**src/rtl/dmach_pkg.sv**
```systemverilog
package dmach_pkg;

  localparam logic [7:0] OFF_PTR_LO   = 8'h00;
  localparam logic [7:0] OFF_PTR_HI   = 8'h04;
  localparam logic [7:0] OFF_ATTR     = 8'h08;
  localparam logic [7:0] OFF_LEN      = 8'h0C;
  localparam logic [7:0] OFF_IEN      = 8'h10;
  localparam logic [7:0] OFF_IEN_SET  = 8'h14;
  localparam logic [7:0] OFF_IEN_CLR  = 8'h18;
  localparam logic [7:0] OFF_LEN_IN   = 8'h1C;
  localparam logic [7:0] OFF_STAT     = 8'h20;
  localparam logic [7:0] OFF_STAT_CLR = 8'h24;

  localparam int STAT_W   = 3;
  localparam int BIT_DONE = 0;
  localparam int BIT_EOT  = 1;
  localparam int BIT_ERR  = 2;
  localparam int BIT_BUSY = 8;

  typedef struct packed {
    logic wrPtrLo;
    logic wrPtrHi;
    logic wrAttr;
    logic wrLen;
    logic wrIenSet;
    logic wrIenClr;
    logic wrStatClr;
  } strobe_t;

  typedef struct packed {
    logic [63:0]       ptr;
    logic              attrEot;
    logic [31:0]       len;
    logic [31:0]       lenIn;
    logic [STAT_W-1:0] ien;
    logic [STAT_W-1:0] stat;
    logic              busy;
  } view_t;

endpackage

```
**src/rtl/dmach_ctrl.sv**
```systemverilog
module dmach_ctrl
  import dmach_pkg::*;
#(
  parameter int ADDR_W = 8
) (
  input  logic              busWrEn,
  input  logic [ADDR_W-1:0] busAddr,
  input  view_t             view,
  output strobe_t           strb,
  output logic [31:0]       busRdData
);

  always_comb begin
    strb = '0;
    if (busWrEn) begin
      if (busAddr == ADDR_W'(OFF_PTR_LO))   strb.wrPtrLo   = 1'b1;
      if (busAddr == ADDR_W'(OFF_PTR_HI))   strb.wrPtrHi   = 1'b1;
      if (busAddr == ADDR_W'(OFF_ATTR))     strb.wrAttr    = 1'b1;
      if (busAddr == ADDR_W'(OFF_LEN))      strb.wrLen     = 1'b1;
      if (busAddr == ADDR_W'(OFF_IEN_SET))  strb.wrIenSet  = 1'b1;
      if (busAddr == ADDR_W'(OFF_IEN_CLR))  strb.wrIenClr  = 1'b1;
      if (busAddr == ADDR_W'(OFF_STAT_CLR)) strb.wrStatClr = 1'b1;
    end
  end

  always_comb begin
    busRdData = '0;
    if (busAddr == ADDR_W'(OFF_PTR_LO)) busRdData = view.ptr[31:0];
    if (busAddr == ADDR_W'(OFF_PTR_HI)) busRdData = view.ptr[63:32];
    if (busAddr == ADDR_W'(OFF_ATTR))   busRdData = {31'b0, view.attrEot};
    if (busAddr == ADDR_W'(OFF_LEN))    busRdData = view.len;
    if (busAddr == ADDR_W'(OFF_IEN))    busRdData = {{(32-STAT_W){1'b0}}, view.ien};
    if (busAddr == ADDR_W'(OFF_LEN_IN)) busRdData = view.lenIn;
    if (busAddr == ADDR_W'(OFF_STAT)) begin
      busRdData = {{(32-STAT_W){1'b0}}, view.stat};
      busRdData[BIT_BUSY] = view.busy;
    end
  end

endmodule

```
**src/rtl/dmach_dpath.sv**
```systemverilog
module dmach_dpath
  import dmach_pkg::*;
#(
  parameter int LEN_W = 16,
  parameter bit IS_TX = 1'b1
) (
  input  logic        clk,
  input  logic        rstN,
  input  strobe_t     strb,
  input  logic [31:0] wrData,
  input  logic        errInject,
  output view_t       view,
  output logic        irq
);

  logic [31:0]       ptrLo, ptrHi;
  logic              attrEot;
  logic [LEN_W-1:0]  lenReg, moved;
  logic [STAT_W-1:0] ien, stat, statNext;
  logic              busy;

  // Registers loaded by plain writes
  always_ff @(posedge clk) begin
    if (!rstN) begin
      ptrLo   <= '0;
      ptrHi   <= '0;
      attrEot <= 1'b0;
      ien     <= '0;
    end else begin
      if (strb.wrPtrLo) ptrLo <= wrData;
      if (strb.wrPtrHi) ptrHi <= wrData;
      if (strb.wrAttr && IS_TX) attrEot <= wrData[0];
      if (strb.wrIenSet) ien <= ien | wrData[STAT_W-1:0];
      if (strb.wrIenClr) ien <= ien & ~wrData[STAT_W-1:0];
    end
  end

  // Status: clear first, then completion events override
  always_comb begin
    statNext = stat;
    if (strb.wrStatClr) statNext = statNext & ~wrData[STAT_W-1:0];
    if (busy) begin
      if (errInject) begin
        statNext[BIT_ERR] = 1'b1;
      end else if (moved == lenReg) begin
        statNext[BIT_DONE] = 1'b1;
        if (attrEot) statNext[BIT_EOT] = 1'b1;
      end
    end
  end

  // Stub transfer engine: one byte per busy cycle
  always_ff @(posedge clk) begin
    if (!rstN) begin
      busy   <= 1'b0;
      moved  <= '0;
      lenReg <= '0;
      stat   <= '0;
    end else begin
      stat <= statNext;
      if (busy) begin
        if (errInject || moved == lenReg) busy <= 1'b0;
        else                              moved <= moved + 1'b1;
      end else if (strb.wrLen) begin
        busy   <= 1'b1;
        moved  <= '0;
        lenReg <= wrData[LEN_W-1:0];
      end
    end
  end

  always_comb begin
    view         = '0;
    view.ptr     = {ptrHi, ptrLo};
    view.attrEot = attrEot;
    view.len     = 32'(lenReg);
    view.lenIn   = 32'(moved);
    view.ien     = ien;
    view.stat    = stat;
    view.busy    = busy;
  end

  assign irq = |(stat & ien);

  AST_BUSY_FROM_LEN: assert property (@(posedge clk) disable iff (!rstN)
    $rose(busy) |-> $past(strb.wrLen));
  AST_LEN_HELD_BUSY: assert property (@(posedge clk) disable iff (!rstN)
    (busy && strb.wrLen) |=> $stable(lenReg));
  AST_IEN_SET_BITS: assert property (@(posedge clk) disable iff (!rstN)
    strb.wrIenSet |=> ((ien & $past(wrData[STAT_W-1:0])) == $past(wrData[STAT_W-1:0])));
  AST_DONE_AT_COUNT: assert property (@(posedge clk) disable iff (!rstN)
    $rose(stat[BIT_DONE]) |-> ($past(busy) && moved == lenReg));
  AST_ERR_STOPS: assert property (@(posedge clk) disable iff (!rstN)
    $rose(stat[BIT_ERR]) |-> !busy);
  AST_DONE_STICKY: assert property (@(posedge clk) disable iff (!rstN)
    (stat[BIT_DONE] && !strb.wrStatClr) |=> stat[BIT_DONE]);

endmodule

```
**src/rtl/dmach_top.sv**
```systemverilog
module dmach_top
  import dmach_pkg::*;
#(
  parameter int ADDR_W = 8,
  parameter int LEN_W  = 16,
  parameter bit IS_TX  = 1'b1
) (
  input  logic              clk,
  input  logic              rstN,
  input  logic              busWrEn,
  input  logic [ADDR_W-1:0] busAddr,
  input  logic [31:0]       busWrData,
  output logic [31:0]       busRdData,
  input  logic              errInject,
  output logic              irq
);

  strobe_t strb;
  view_t   view;

  dmach_ctrl #(.ADDR_W(ADDR_W)) u_ctrl (
    .busWrEn   (busWrEn),
    .busAddr   (busAddr),
    .view      (view),
    .strb      (strb),
    .busRdData (busRdData)
  );

  dmach_dpath #(.LEN_W(LEN_W), .IS_TX(IS_TX)) u_dpath (
    .clk       (clk),
    .rstN      (rstN),
    .strb      (strb),
    .wrData    (busWrData),
    .errInject (errInject),
    .view      (view),
    .irq       (irq)
  );

endmodule

```
**config.mk**
```make
export PLATFORM = sky130hd
export DESIGN_NAME = dmach_top
export DESIGN_NICKNAME = d
export VERILOG_FILES = /design/src/rtl/dmach_pkg.sv /design/src/rtl/dmach_ctrl.sv /design/src/rtl/dmach_dpath.sv /design/src/rtl/dmach_top.sv
export SDC_FILE = /design/constraint.sdc
export NUM_CORES = 1
export LEC_CHECK = 0
export ABC_AREA = 0
export BUFFER_PORTS_ARGS = -buffer_cell sky130_fd_sc_hd__buf_2
export CORE_ASPECT_RATIO = 0.6
export CORE_MARGIN = 2
export CORE_UTILIZATION = 58
export CTS_CLUSTER_SIZE = 24
export DETAILED_ROUTE_END_ITERATION = 16
export PLACE_DENSITY = 0.86
export SLEW_MARGIN = 0
export SYNTH_ARGS = -nofsm -noshare
export SYNTH_HDL_FRONTEND = slang
export SYNTH_HIERARCHICAL = 1
export SYNTH_SLANG_ARGS = --single-unit
```
**constraint.sdc**
```tcl
create_clock -name clk -period 3.4 [get_ports clk]
set_input_delay 0.85 -clock clk [delete_from_list [all_inputs] [get_ports clk]]
set_output_delay 0.85 -clock clk [all_outputs]
set_load 0.02 [all_outputs]
```
==> impl_metrics.py <==
metrics = {
    "outcome": {
        "status": "finished, final reports clean",
    },
    "worst_setup_path": {
        "slowest_delay_ns": 0.56,
        "worstSetupPathType": "in -> out",
        "cp-start-kind": "input pin",
        "cp.required_ns": 2.55,
        "critPathMaxFanout": 28,
        "cp_num_buf_inv": 3,
        "worstPathArrival_ns": 2.48,
        "end_kind": "primary output",
        "critical-path-top-delay-family": "simple AND/OR/NAND/NOR gates",
        "crit_chain": "buf_2, or4_4, nor3_4, and3b_1, buf_12, a221o_1, buf_2",
        "path_common_cell": "buf_2",
        "crit_slowest_cell": "or4_4",
    },
    "global_route": {
        "grt_pass1_vias": 4720,
        "grt_use_total": 0.283,
        "grt_overflow": 0,
        "grt_max_degree": 62,
        "grt_pass1_wl_um": 23000,
        "antenna_found_initial": 1,
    },
    "route": {
        "wire_per_inst_um": 17.4,
        "dr.pass1.iters": 5,
        "vias": 4869,
        "drcViolationCount": 0,
        "drt-total-wl_um": 14300,
        "antenna_left": 0,
        "drt_iter0_markers": 452,
        "avgViaCountPerCell": 5.92,
    },
    "floorplanning": {
        "dieArea_um2": 10400,
        "start_util": 0.601,
        "die_h_um": 79.9,
        "die_w_um": 130,
        "io_pins": 77,
        "rows": 27,
        "core-area_um2": 9260,
    },
    "sta": {
        "period_minus_slack_ns": 3.33,
        "timing.fmax_mhz": 300,
        "finalSetupViolCount": 0,
        "drv_slew": 0,
        "slew_headroom": 0.520,
        "fin_skew_ns": 0.00518,
        "hold_viol_final": 0,
        "rsz0062_at_grt": "no",
        "tightest_slew_ns": 0.719,
        "finalSetupTns_ns": 0,
        "finalCritPeriodShare": 0.981,
    },
    "clock_tree": {
        "clock-root-buffer": "clkbuf_16",
        "clk_pin_slew_ns": 0.07,
        "cts_tree": "done",
        "cts_buffers": 9,
        "cts_max_level": 3,
        "clock_sinks": 104,
        "clock_latency_ns": 0.35,
        "cts_buffer_depth": 2,
        "post-cts-setup-buffers": 0,
    },
    "synth": {
        "synth_edf_count": 0,
        "synth.distinct_cells": 61,
        "synth_top_area_cell": "dfxtp_1",
        "synthTopCellsByCount": "108 x nor2_1, 104 x dfxtp_1, 101 x mux2i_1",
        "yosysMostFrequentCell": "nor2_1",
        "synth_top_area_frac": 0.374,
        "yosysSeqAreaShare": 0.374,
        "synthCells": 631,
        "syn_area_per_cell_um2": 8.82,
        "yosysWarnings": 6,
        "synth-async-reset-ratio": 0,
        "ys_ff_latch": 104,
        "synth_area_leaders": "dfxtp_1 37%, mux2i_1 18%, nor2_1 7.3%",
        "synth_flop_cell": "dfxtp_1",
        "synthesis.area_um2": 5560,
    },
    "placement": {
        "io_buffers": 76,
        "place_congestion": 0.915,
        "hpwl_um": 9790,
    },
    "pwr": {
        "power.density_nw_per_um2": 387,
        "design_power_total_mw": 2.42,
        "leakage_nw": 2.49,
        "vdd_drop_max_mv": 0.371,
    },
    "cells_and_area": {
        "drive_above_1_share": 0.178,
        "fill_cells": 745,
        "area_growth_pct": 12.3,
        "layout.nets": 732,
    },
    "worst_hold_path": {
        "min_path_type": "reg -> reg",
    },
    "job": {
        "drv_cap": 0,
    },
}
-- worst min-delay path, cell delays in order (launching register included) --
cell     delay, ns
dfxtp_1       0.33
nand2_1       0.06
a21oi_1       0.05
-- per-layer routing --
layer,vias to the layer above,global-route usage,wire (µm)
met5,-,0,0
met3,19,0.0731,1170
met2,213,0.462,6620
met4,0,0.0755,167
met1,2338,0.372,6390
li1,2299,-,-
-- power breakdown --
group	internal, mW	total [mW]	switching, mW	leakage, nW
Clock	0.592	1.06	0.472	0.141
Sequential	1.22	1.22	0.000858	0.837
Combinational	0.0494	0.137	0.0871	1.52
Total	1.86	2.42	0.560	2.49
-- through the flow --
step	setup slack (ns)	area [µm²]	hold WS, ns	utilization	std cells
2_1_floorplan	0.121	5680	0.460	-	662
3_3_place_gp	0.136	5940	0.468	0.642	806
3_5_place_dp	0.0862	5940	0.473	0.642	806
4_1_cts	0.0740	6240	0.482	0.675	822
5_1_grt	0.00335	6250	0.500	0.675	822
6_report	0.0654	6250	0.482	0.675	823
-- cell usage in the layout (no fill, tap or decap), drive strengths merged, types with 3 or more instances in the layout --
cell type  netlist  layout
inv              3       5
nor2b            4       4
nor3             8       8
o21ai            7       7
a221o           28      28
nand4            7       7
mux2i          101     101
o211ai           3       3
clkinvlp         0       3
nor2           108     108
buf             47      93
a21oi           23      23
and3             4       4
nand2b           7       7
a211oi           4       4
conb             1      32
nor4             5       5
nand2           52      52
dfxtp          104     104
or4              4       4
o311ai           3       3
and4             3       3
nand3           18      18
xor2            16      16
clkbuf          32      10
a311oi           4       4
-- cell families (layout without fill, tap and decap cells) --
kind of cell             count (synthesis)  count (layout)  share of synthesized area
AO/OA/AOI/OAI                           91              91                      0.129
XOR/XNOR                                16              16                     0.0252
adder cells (fa/ha/maj)                  1               1                    0.00225
buffers and inverters                   83             113                     0.0900
flip-flops                             104             104                      0.374
multiplexers                           101             101                      0.182
other                                    1              33                   0.000674
AND/OR/NAND/NOR                        234             234                      0.197
-- path summary, 6_finish.rpt --
path                                        start                end  slack, ns  depth (start not counted)
worst max-delay path                   busAddr[7]      busRdData[16]       0.07                          7
worst min-delay path            u_dpath/lenReg[9]  u_dpath/lenReg[9]       0.48                          2
worst max register to register  u_dpath/moved[13]  u_dpath/moved[13]       1.04                          5
worst min register to register  u_dpath/lenReg[9]  u_dpath/lenReg[9]       0.48                          2
-- repair_timing --
item                       in CTS  in global routing
setup endpoints to repair       0                  1
gates resized for setup         0                  1
hold buffers                    0                  0
-- flip-flops by register name, indices dropped and copies added, names as in the netlist, named ones only --
signal and flops:
u_dpath/lenReg 16, u_dpath/attrEot 1, u_dpath/ptrHi 32, u_dpath/stat 3
u_dpath/moved 16, u_dpath/busy 1, u_dpath/ptrLo 32
-- cell type report --
class	instances	area (µm²)	share of cell area
antenna	1	2.50	0.000400
clock buffer	10	239	0.0382
clock inverter	6	66.3	0.0106
inverter	4	15.0	0.00240
multi-input combinational	475	3110	0.497
sequential	104	2080	0.333
tap	130	163	0.0260
timing repair buffer	93	574	0.0919
No activity file was read; power rests on OpenSTA's default activity.
